File: config.mk
export PLATFORM = sky130hd
export DESIGN_NAME = asid_tlb
export DESIGN_NICKNAME = d
export VERILOG_FILES = /design/src/rtl/asid_tlb_pkg.sv /design/src/rtl/tlb_cam.sv /design/src/rtl/tlb_lru.sv /design/src/rtl/tlb_kill.sv /design/src/rtl/asid_tlb.sv
export SDC_FILE = /design/constraint.sdc
export NUM_CORES = 2
export LEC_CHECK = 0
export ABC_CLOCK_PERIOD_IN_PS = 6300
export BUFFER_PORTS_ARGS = -buffer_cell sky130_fd_sc_hd__buf_4
export CORE_ASPECT_RATIO = 1.2
export CORE_UTILIZATION = 59
export CTS_BUF_LIST = sky130_fd_sc_hd__clkbuf_8
export DETAILED_ROUTE_END_ITERATION = 6
export HOLD_SLACK_MARGIN = 0.08
export PLACE_DENSITY = 0.79
export SYNTH_ARGS = -nofsm -noshare
export SYNTH_HDL_FRONTEND = slang
export SYNTH_SLANG_ARGS = --single-unit
File: constraint.sdc
create_clock -name clk_i -period 6.3 [get_ports clk_i]
set_input_delay 0 -clock clk_i [delete_from_list [all_inputs] [get_ports clk_i]]
set_output_delay 0 -clock clk_i [all_outputs]
set_load 0.1 [all_outputs]
File: src/rtl/asid_tlb_pkg.sv
package asid_tlb_pkg;
  typedef enum logic [1:0] {
    INV_NONE  = 2'd0,
    INV_ALL   = 2'd1,
    INV_ASID  = 2'd2,
    INV_RANGE = 2'd3
  } inv_op_e;
endpackage

File: src/rtl/tlb_cam.sv
module tlb_cam #(
  parameter int N      = 16,
  parameter int VPN_W  = 20,
  parameter int ASID_W = 8
) (
  input  logic [N-1:0]             valid_i,
  input  logic [N-1:0][VPN_W-1:0]  vpn_i,
  input  logic [N-1:0][ASID_W-1:0] asid_i,
  input  logic [VPN_W-1:0]         key_vpn_i,
  input  logic [ASID_W-1:0]        key_asid_i,
  output logic [N-1:0]             match_o
);
  for (genvar g = 0; g < N; g++) begin : g_cmp
    assign match_o[g] = valid_i[g] && (vpn_i[g] == key_vpn_i) && (asid_i[g] == key_asid_i);
  end
endmodule

File: src/rtl/tlb_lru.sv
module tlb_lru #(
  parameter int N  = 16,
  localparam int IW = $clog2(N)
) (
  input  logic          clk_i,
  input  logic          rst_ni,
  input  logic          touch_i,
  input  logic [IW-1:0] touch_idx_i,
  output logic [IW-1:0] lru_idx_o
);
  // age 0 = most recent, N-1 = least recent; ages stay a permutation
  logic [N-1:0][IW-1:0] age_q;
  logic [IW-1:0]        ref_age;

  assign ref_age = age_q[touch_idx_i];

  for (genvar g = 0; g < N; g++) begin : g_age
    always_ff @(posedge clk_i or negedge rst_ni) begin
      if (!rst_ni) begin
        age_q[g] <= IW'(g);
      end else if (touch_i) begin
        if (touch_idx_i == IW'(g))   age_q[g] <= '0;
        else if (age_q[g] < ref_age) age_q[g] <= age_q[g] + 1'b1;
      end
    end
  end

  always_comb begin
    lru_idx_o = '0;
    for (int i = 0; i < N; i++) begin
      if (age_q[i] == IW'(N - 1)) lru_idx_o = IW'(i);
    end
  end
endmodule

File: src/rtl/tlb_kill.sv
module tlb_kill #(
  parameter int N      = 16,
  parameter int VPN_W  = 20,
  parameter int ASID_W = 8
) (
  input  asid_tlb_pkg::inv_op_e    op_i,
  input  logic [ASID_W-1:0]        asid_i,
  input  logic [VPN_W-1:0]         lo_i,
  input  logic [VPN_W-1:0]         hi_i,
  input  logic [N-1:0][VPN_W-1:0]  ent_vpn_i,
  input  logic [N-1:0][ASID_W-1:0] ent_asid_i,
  output logic [N-1:0]             kill_o
);
  import asid_tlb_pkg::*;
  for (genvar g = 0; g < N; g++) begin : g_kill
    always_comb begin
      unique case (op_i)
        INV_ALL:   kill_o[g] = 1'b1;
        INV_ASID:  kill_o[g] = (ent_asid_i[g] == asid_i);
        INV_RANGE: kill_o[g] = (ent_vpn_i[g] >= lo_i) && (ent_vpn_i[g] <= hi_i);
        default:   kill_o[g] = 1'b0;
      endcase
    end
  end
endmodule

File: src/rtl/asid_tlb.sv
module asid_tlb #(
  parameter int N      = 16,
  parameter int VPN_W  = 20,
  parameter int PPN_W  = 20,
  parameter int ASID_W = 8,
  parameter int OFF_W  = 12,
  localparam int VA_W  = VPN_W + OFF_W,
  localparam int PA_W  = PPN_W + OFF_W
) (
  input  logic              clk_i,
  input  logic              rst_ni,
  input  logic              lk_valid_i,
  input  logic [ASID_W-1:0] lk_asid_i,
  input  logic [VA_W-1:0]   lk_vaddr_i,
  output logic              lk_hit_o,
  output logic              lk_miss_o,
  output logic [PA_W-1:0]   lk_paddr_o,
  input  logic              fill_valid_i,
  input  logic [ASID_W-1:0] fill_asid_i,
  input  logic [VPN_W-1:0]  fill_vpn_i,
  input  logic [PPN_W-1:0]  fill_ppn_i,
  input  logic [1:0]        inv_op_i,
  input  logic [ASID_W-1:0] inv_asid_i,
  input  logic [VPN_W-1:0]  inv_vpn_lo_i,
  input  logic [VPN_W-1:0]  inv_vpn_hi_i
);
  import asid_tlb_pkg::*;
  localparam int IW = $clog2(N);

  logic [N-1:0]             valid_q, valid_n, valid_d, kill;
  logic [N-1:0][VPN_W-1:0]  vpn_q, vpn_n;
  logic [N-1:0][ASID_W-1:0] asid_q, asid_n;
  logic [N-1:0][PPN_W-1:0]  ppn_q, ppn_n;

  logic [N-1:0]   lk_match, fl_match;
  logic [IW-1:0]  hit_idx, dup_idx, free_idx, lru_idx, fill_idx;
  logic           any_hit, any_dup, any_free;
  logic [PPN_W-1:0] hit_ppn;
  logic [VPN_W-1:0] lk_vpn;

  assign lk_vpn = lk_vaddr_i[VA_W-1:OFF_W];

  tlb_cam #(.N(N), .VPN_W(VPN_W), .ASID_W(ASID_W)) i_cam_lk (
    .valid_i(valid_q), .vpn_i(vpn_q), .asid_i(asid_q),
    .key_vpn_i(lk_vpn), .key_asid_i(lk_asid_i), .match_o(lk_match)
  );

  tlb_cam #(.N(N), .VPN_W(VPN_W), .ASID_W(ASID_W)) i_cam_fl (
    .valid_i(valid_q), .vpn_i(vpn_q), .asid_i(asid_q),
    .key_vpn_i(fill_vpn_i), .key_asid_i(fill_asid_i), .match_o(fl_match)
  );

  // lookup result, at most one match since fills never duplicate a tag
  always_comb begin
    hit_ppn = '0;
    hit_idx = '0;
    for (int i = 0; i < N; i++) begin
      if (lk_match[i]) begin
        hit_ppn = hit_ppn | ppn_q[i];
        hit_idx = hit_idx | IW'(i);
      end
    end
  end

  assign any_hit    = |lk_match;
  assign lk_hit_o   = lk_valid_i && any_hit;
  assign lk_miss_o  = lk_valid_i && !any_hit;
  assign lk_paddr_o = lk_hit_o ? {hit_ppn, lk_vaddr_i[OFF_W-1:0]} : '0;

  // fill slot: existing tag, else lowest free, else LRU
  always_comb begin
    dup_idx  = '0;
    free_idx = '0;
    for (int i = N - 1; i >= 0; i--) begin
      if (fl_match[i]) dup_idx  = IW'(i);
      if (!valid_q[i]) free_idx = IW'(i);
    end
  end

  assign any_dup  = |fl_match;
  assign any_free = ~&valid_q;
  assign fill_idx = any_dup ? dup_idx : (any_free ? free_idx : lru_idx);

  tlb_lru #(.N(N)) i_lru (
    .clk_i      (clk_i),
    .rst_ni     (rst_ni),
    .touch_i    (fill_valid_i || lk_hit_o),
    .touch_idx_i(fill_valid_i ? fill_idx : hit_idx),
    .lru_idx_o  (lru_idx)
  );

  always_comb begin
    valid_n = valid_q;
    vpn_n   = vpn_q;
    asid_n  = asid_q;
    ppn_n   = ppn_q;
    if (fill_valid_i) begin
      valid_n[fill_idx] = 1'b1;
      vpn_n[fill_idx]   = fill_vpn_i;
      asid_n[fill_idx]  = fill_asid_i;
      ppn_n[fill_idx]   = fill_ppn_i;
    end
  end

  // kill evaluated on post-fill contents so a same-cycle fill is covered
  tlb_kill #(.N(N), .VPN_W(VPN_W), .ASID_W(ASID_W)) i_kill (
    .op_i      (inv_op_e'(inv_op_i)),
    .asid_i    (inv_asid_i),
    .lo_i      (inv_vpn_lo_i),
    .hi_i      (inv_vpn_hi_i),
    .ent_vpn_i (vpn_n),
    .ent_asid_i(asid_n),
    .kill_o    (kill)
  );

  assign valid_d = valid_n & ~kill;

  always_ff @(posedge clk_i or negedge rst_ni) begin
    if (!rst_ni) valid_q <= '0;
    else         valid_q <= valid_d;
  end

  always_ff @(posedge clk_i) begin
    vpn_q  <= vpn_n;
    asid_q <= asid_n;
    ppn_q  <= ppn_n;
  end
endmodule

==> run_results.csv <==
group,metric,value,unit
power,power.share.sequential,33.3,%
final_layout,ff_latch_area,0.0206,mm2
synth,synth.area.top_cells,"sky130_fd_sc_hd__edfxtp_1 (16%), sky130_fd_sc_hd__dfxtp_1 (15%), sky130_fd_sc_hd__ha_1 (15%), sky130_fd_sc_hd__xnor2_1 (8.9%), sky130_fd_sc_hd__mux2_2 (6.7%)",
worst_hold_path,holdCritStartpoint,"fill_vpn_i[7]",
placement,preCtsSetupSlack,-0.911,ns
floorplan,core_area,0.100,mm2
floorplan,chipHeight,351,um
power,ir_drop,353,uV
synth,synth_area,0.0598,mm2
synth,yosys.area_share.simple,13.9,%
routing,route.detailed.drc,27,
final_layout,layout_commonest_cell,"sky130_fd_sc_hd__buf_4",
timing,finalHoldViolations,0,
cts,cts_tree,"yes",
timing,min_period,6.44,ns
cts,clk_root_buffer_cell,"sky130_fd_sc_hd__clkbuf_8",
cts,htree_levels,4,
critical_path,reg2reg_slack,-0.14,ns
synth,synth_edf_count,320,
routing,antenna_left,0,
power,power.leakage,33.6,nW
floorplan,core.rowCount,127,
global_routing,first_global_vias,57900,
global_routing,pin_count_of_the_biggest_net_entering_global_routing,60,
critical_path,r2r_end,"valid_q[0]",
routing,number_of_drc_markers_in_iteration_0,8546,
synth,synth_area_per_cell,10.0,um2
run,cap_violations,1,
timing,tightestPinTransition,1.54,ns
synth,synth-compound-area-share,12.6,%
critical_path,criticalPathCategory,"reg -> reg",
cts,worstSkewPairLatency,0.97,ns
timing,setup_viol,4,
timing,fin_skew,0.0509,ns
routing,routed_wl,295000,um
floorplan,design.die.area,0.103,mm2
synth,seq_area_frac_synth,34.5,%
critical_path,reg2reg_from,"valid_q[5]",
routing,routed_via_density,6.99,
power,p_per_area,288,mW/mm2
critical_path,crit_required,7.16,ns
global_routing,grt_antenna_before_repair,31,
synth,postSynthNetCount,6824,
synth,synthDistinctLibCells,91,
timing,max_freq,155,MHz
synth,netlist.area_leader.share,16.1,%
critical_path,critPathMostFrequentCell,"sky130_fd_sc_hd__a21o_1",
critical_path,crit_path_max_incr_delay,0.60,ns
timing,slew_margin_rel,-2.92,%
placement,post-dp-hpwl,204000,um
floorplan,die-width,293,um
synth,synth_top_family_by_area,"adder cells",
timing,finalCritPeriodShare,102,%
critical_path,worstRegToRegCells,29,
power,sw_frac_of_total,38.8,%
outcome,run_status,"complete, but fails checks",
placement,placement.cell_area,0.0694,mm2
final_layout,multiInputGateArea,0.0382,mm2
final_layout,num-fill-cells,6954,
power,clock_power_share,24.1,%
critical_path,crit_path_max_fanout,6,
cts,cts.sink_count,848,
critical_path,crit_path_top_delay_cell,"sky130_fd_sc_hd__or4_4",
global_routing,groute.usage.overall,55.6,%
global_routing,grt.overflow.total,0,
timing,rsz0062_at_grt,"true",
synth,postSynthRegisterBits,848,
routing,drtPass1Iterations,7,
synth,synth_xor_xnor_area_share,14.5,%
worst_hold_path,worst_hold_path.num_cells,4,
critical_path,worstSetupEndpointType,"flop",
synth,muxShareOfSynthArea,6.79,%
final_layout,final_cell_area,0.0745,mm2
cts,cts-buffers-inserted,144,
final_layout,drive_gt1_share,27.2,%
cts,cts.path.max_buffers,3,
outcome,violations,"DRC, capacitance limit, slew limit, setup timing",
synth,yosys_most_used_dff,"sky130_fd_sc_hd__dfxtp_1",
timing,timing.final.ws_setup,-0.135,ns
synth,yosys_warnings,0,
final_layout,final_cell_mix,"sky130_fd_sc_hd__buf_4 (1109), sky130_fd_sc_hd__ha_1 (693), sky130_fd_sc_hd__xnor2_1 (603)",
power,switching_power,8.33,mW
synth,async_reset_ff_share,9.43,%
worst_hold_path,hold-path-endpoint,"vpn_q[307]",
placement,port-buffer-count,175,
final_layout,syn_to_final_growth,24.4,%
critical_path,crit_path_start_kind,"flop",
cts,worst_setup_hold_path_clk_slew,0.07,ns
routing,post_drt_wl_per_cell,34.3,um
worst_hold_path,hold_path.class,"in -> reg",
critical_path,cp_data_arrival_time,7.30,ns
placement,routabilityCongestion,1.10,
synth,synth-adder-area-share,14.7,%
synth,most_area_hungry_cell_type_in_the_yosys_netlist,"sky130_fd_sc_hd__edfxtp_1",
floorplan,design.portCount,176,
routing,num_vias,60000,
final_layout,layout.nets,7936,
synth,post_syn_instances,5978,
power,internal-power,13.1,mW
power,comb_power_share,42.6,%
global_routing,wire_length_of_the_first_global_routing_pass,403000,um
timing,report.final.slew_viol_count,10,
floorplan,initial_core_util,59.7,%
worst max-delay path by stage:
stage,endpoint,slack (ns),from
global placement,valid_q[0],-0.84,vpn_q[303]
finish,valid_q[0],-0.14,valid_q[5]
CTS,valid_q[3],-0.02,vpn_q[303]
floorplan,valid_q[13],0.005,vpn_q[275]
global route,valid_q[0],-0.21,valid_q[5]
detailed placement,valid_q[0],-0.91,vpn_q[303]
state kept, by name, summed over array words and instances (netlist names):
register,count
asid_q,128
i_lru.age_q,64
ppn_q,320
valid_q,16
vpn_q,320
timing repair:
action,in CTS,in global routing
cloned,0,2
pin swaps,27,126
hold buffers,96,0
endpoints found under the setup margin,17,17
resized for setup,50,155
buffers inserted,2,33
endpoints found under the hold margin,861,0
metrics by stage:
| step | hold slack (ns) | setup TNS, ns | util, % | std cells | total power, mW |
|---|---|---|---|---|---|
| 6_report | 0.167 | -0.293 | 74.3 | 8590 | 21.5 |
| 5_1_grt | 0.150 | -1.23 | 74.2 | 8561 | 22.2 |
| 4_1_cts | 0.0962 | -0.0171 | 73.2 | 8522 | 20.7 |
| 3_5_place_dp | -0.0540 | -8.09 | 69.2 | 8165 | 15.5 |
| 3_3_place_gp | -0.0568 | -6.64 | 69.2 | 8165 | 15.3 |
| 2_1_floorplan | -0.296 | 0 | - | 5978 | 11.9 |
final cells by class:
type                            count  area share (%)
Clock buffer                      164            3.03
Inverter                          111           0.573
Tap cell                         1354            2.27
Timing Repair Buffer             1280            14.2
Clock inverter                     95           0.798
Antenna cell                       33           0.111
Multi-Input combinational cell   4705            51.3
Sequential cell                   848            27.7
power by group through the flow:
stage	sequential [mW]	clock (mW)	combinational [mW]
global placement	7.18	0	8.08
floorplan	7.15	0	4.80
global route	7.19	5.34	9.68
CTS	7.10	5.09	8.52
detailed placement	7.21	0	8.34
finish	7.15	5.17	9.15
synth_stat cells (59+ instances only):
cell                         n
sky130_fd_sc_hd__nor4_1    174
sky130_fd_sc_hd__nor2_1     76
sky130_fd_sc_hd__nand4_1   282
sky130_fd_sc_hd__mux2_2    355
sky130_fd_sc_hd__o21ai_0   163
sky130_fd_sc_hd__xnor2_1   609
sky130_fd_sc_hd__a21o_1    203
sky130_fd_sc_hd__ha_1      704
sky130_fd_sc_hd__nor2b_1    64
sky130_fd_sc_hd__a22o_1     59
sky130_fd_sc_hd__xor2_1    378
sky130_fd_sc_hd__dfxtp_1   448
sky130_fd_sc_hd__a21oi_1   194
sky130_fd_sc_hd__clkbuf_1  140
sky130_fd_sc_hd__inv_1     107
sky130_fd_sc_hd__edfxtp_1  320
sky130_fd_sc_hd__nand2_1   525
sky130_fd_sc_hd__nand3_1    99
sky130_fd_sc_hd__buf_2     142
sky130_fd_sc_hd__nand2b_1  107
metal layers:
layer,global-route usage [%],part of all wire (%)
met5,0.375,0.10
met4,51.9,11
met3,22.2,15
met2,79.4,40
met1,63.3,34
cell families after synthesis:
| group | count (synthesis) |
|---|---|
| DFF | 848 |
| adders and majority gates | 704 |
| muxes | 361 |
| and+or+nand+nor | 1566 |
| xor gates and xnor gates | 990 |
| buffers and inverters | 425 |
| AOI/OAI and AO/OA | 1084 |
critical path: cells and delay by family, from the launching register on:
| family | cells | cell delay, ns |
|---|---|---|
| AOI/OAI and AO/OA | 17 | 3.29 |
| and+or+nand+nor | 6 | 1.55 |
| buffers and inverters | 4 | 0.53 |
| DFF | 1 | 0.44 |
| muxes | 1 | 0.32 |
| adders and majority gates | 1 | 0.19 |
Note: power is estimated with default switching activity, not from simulation.
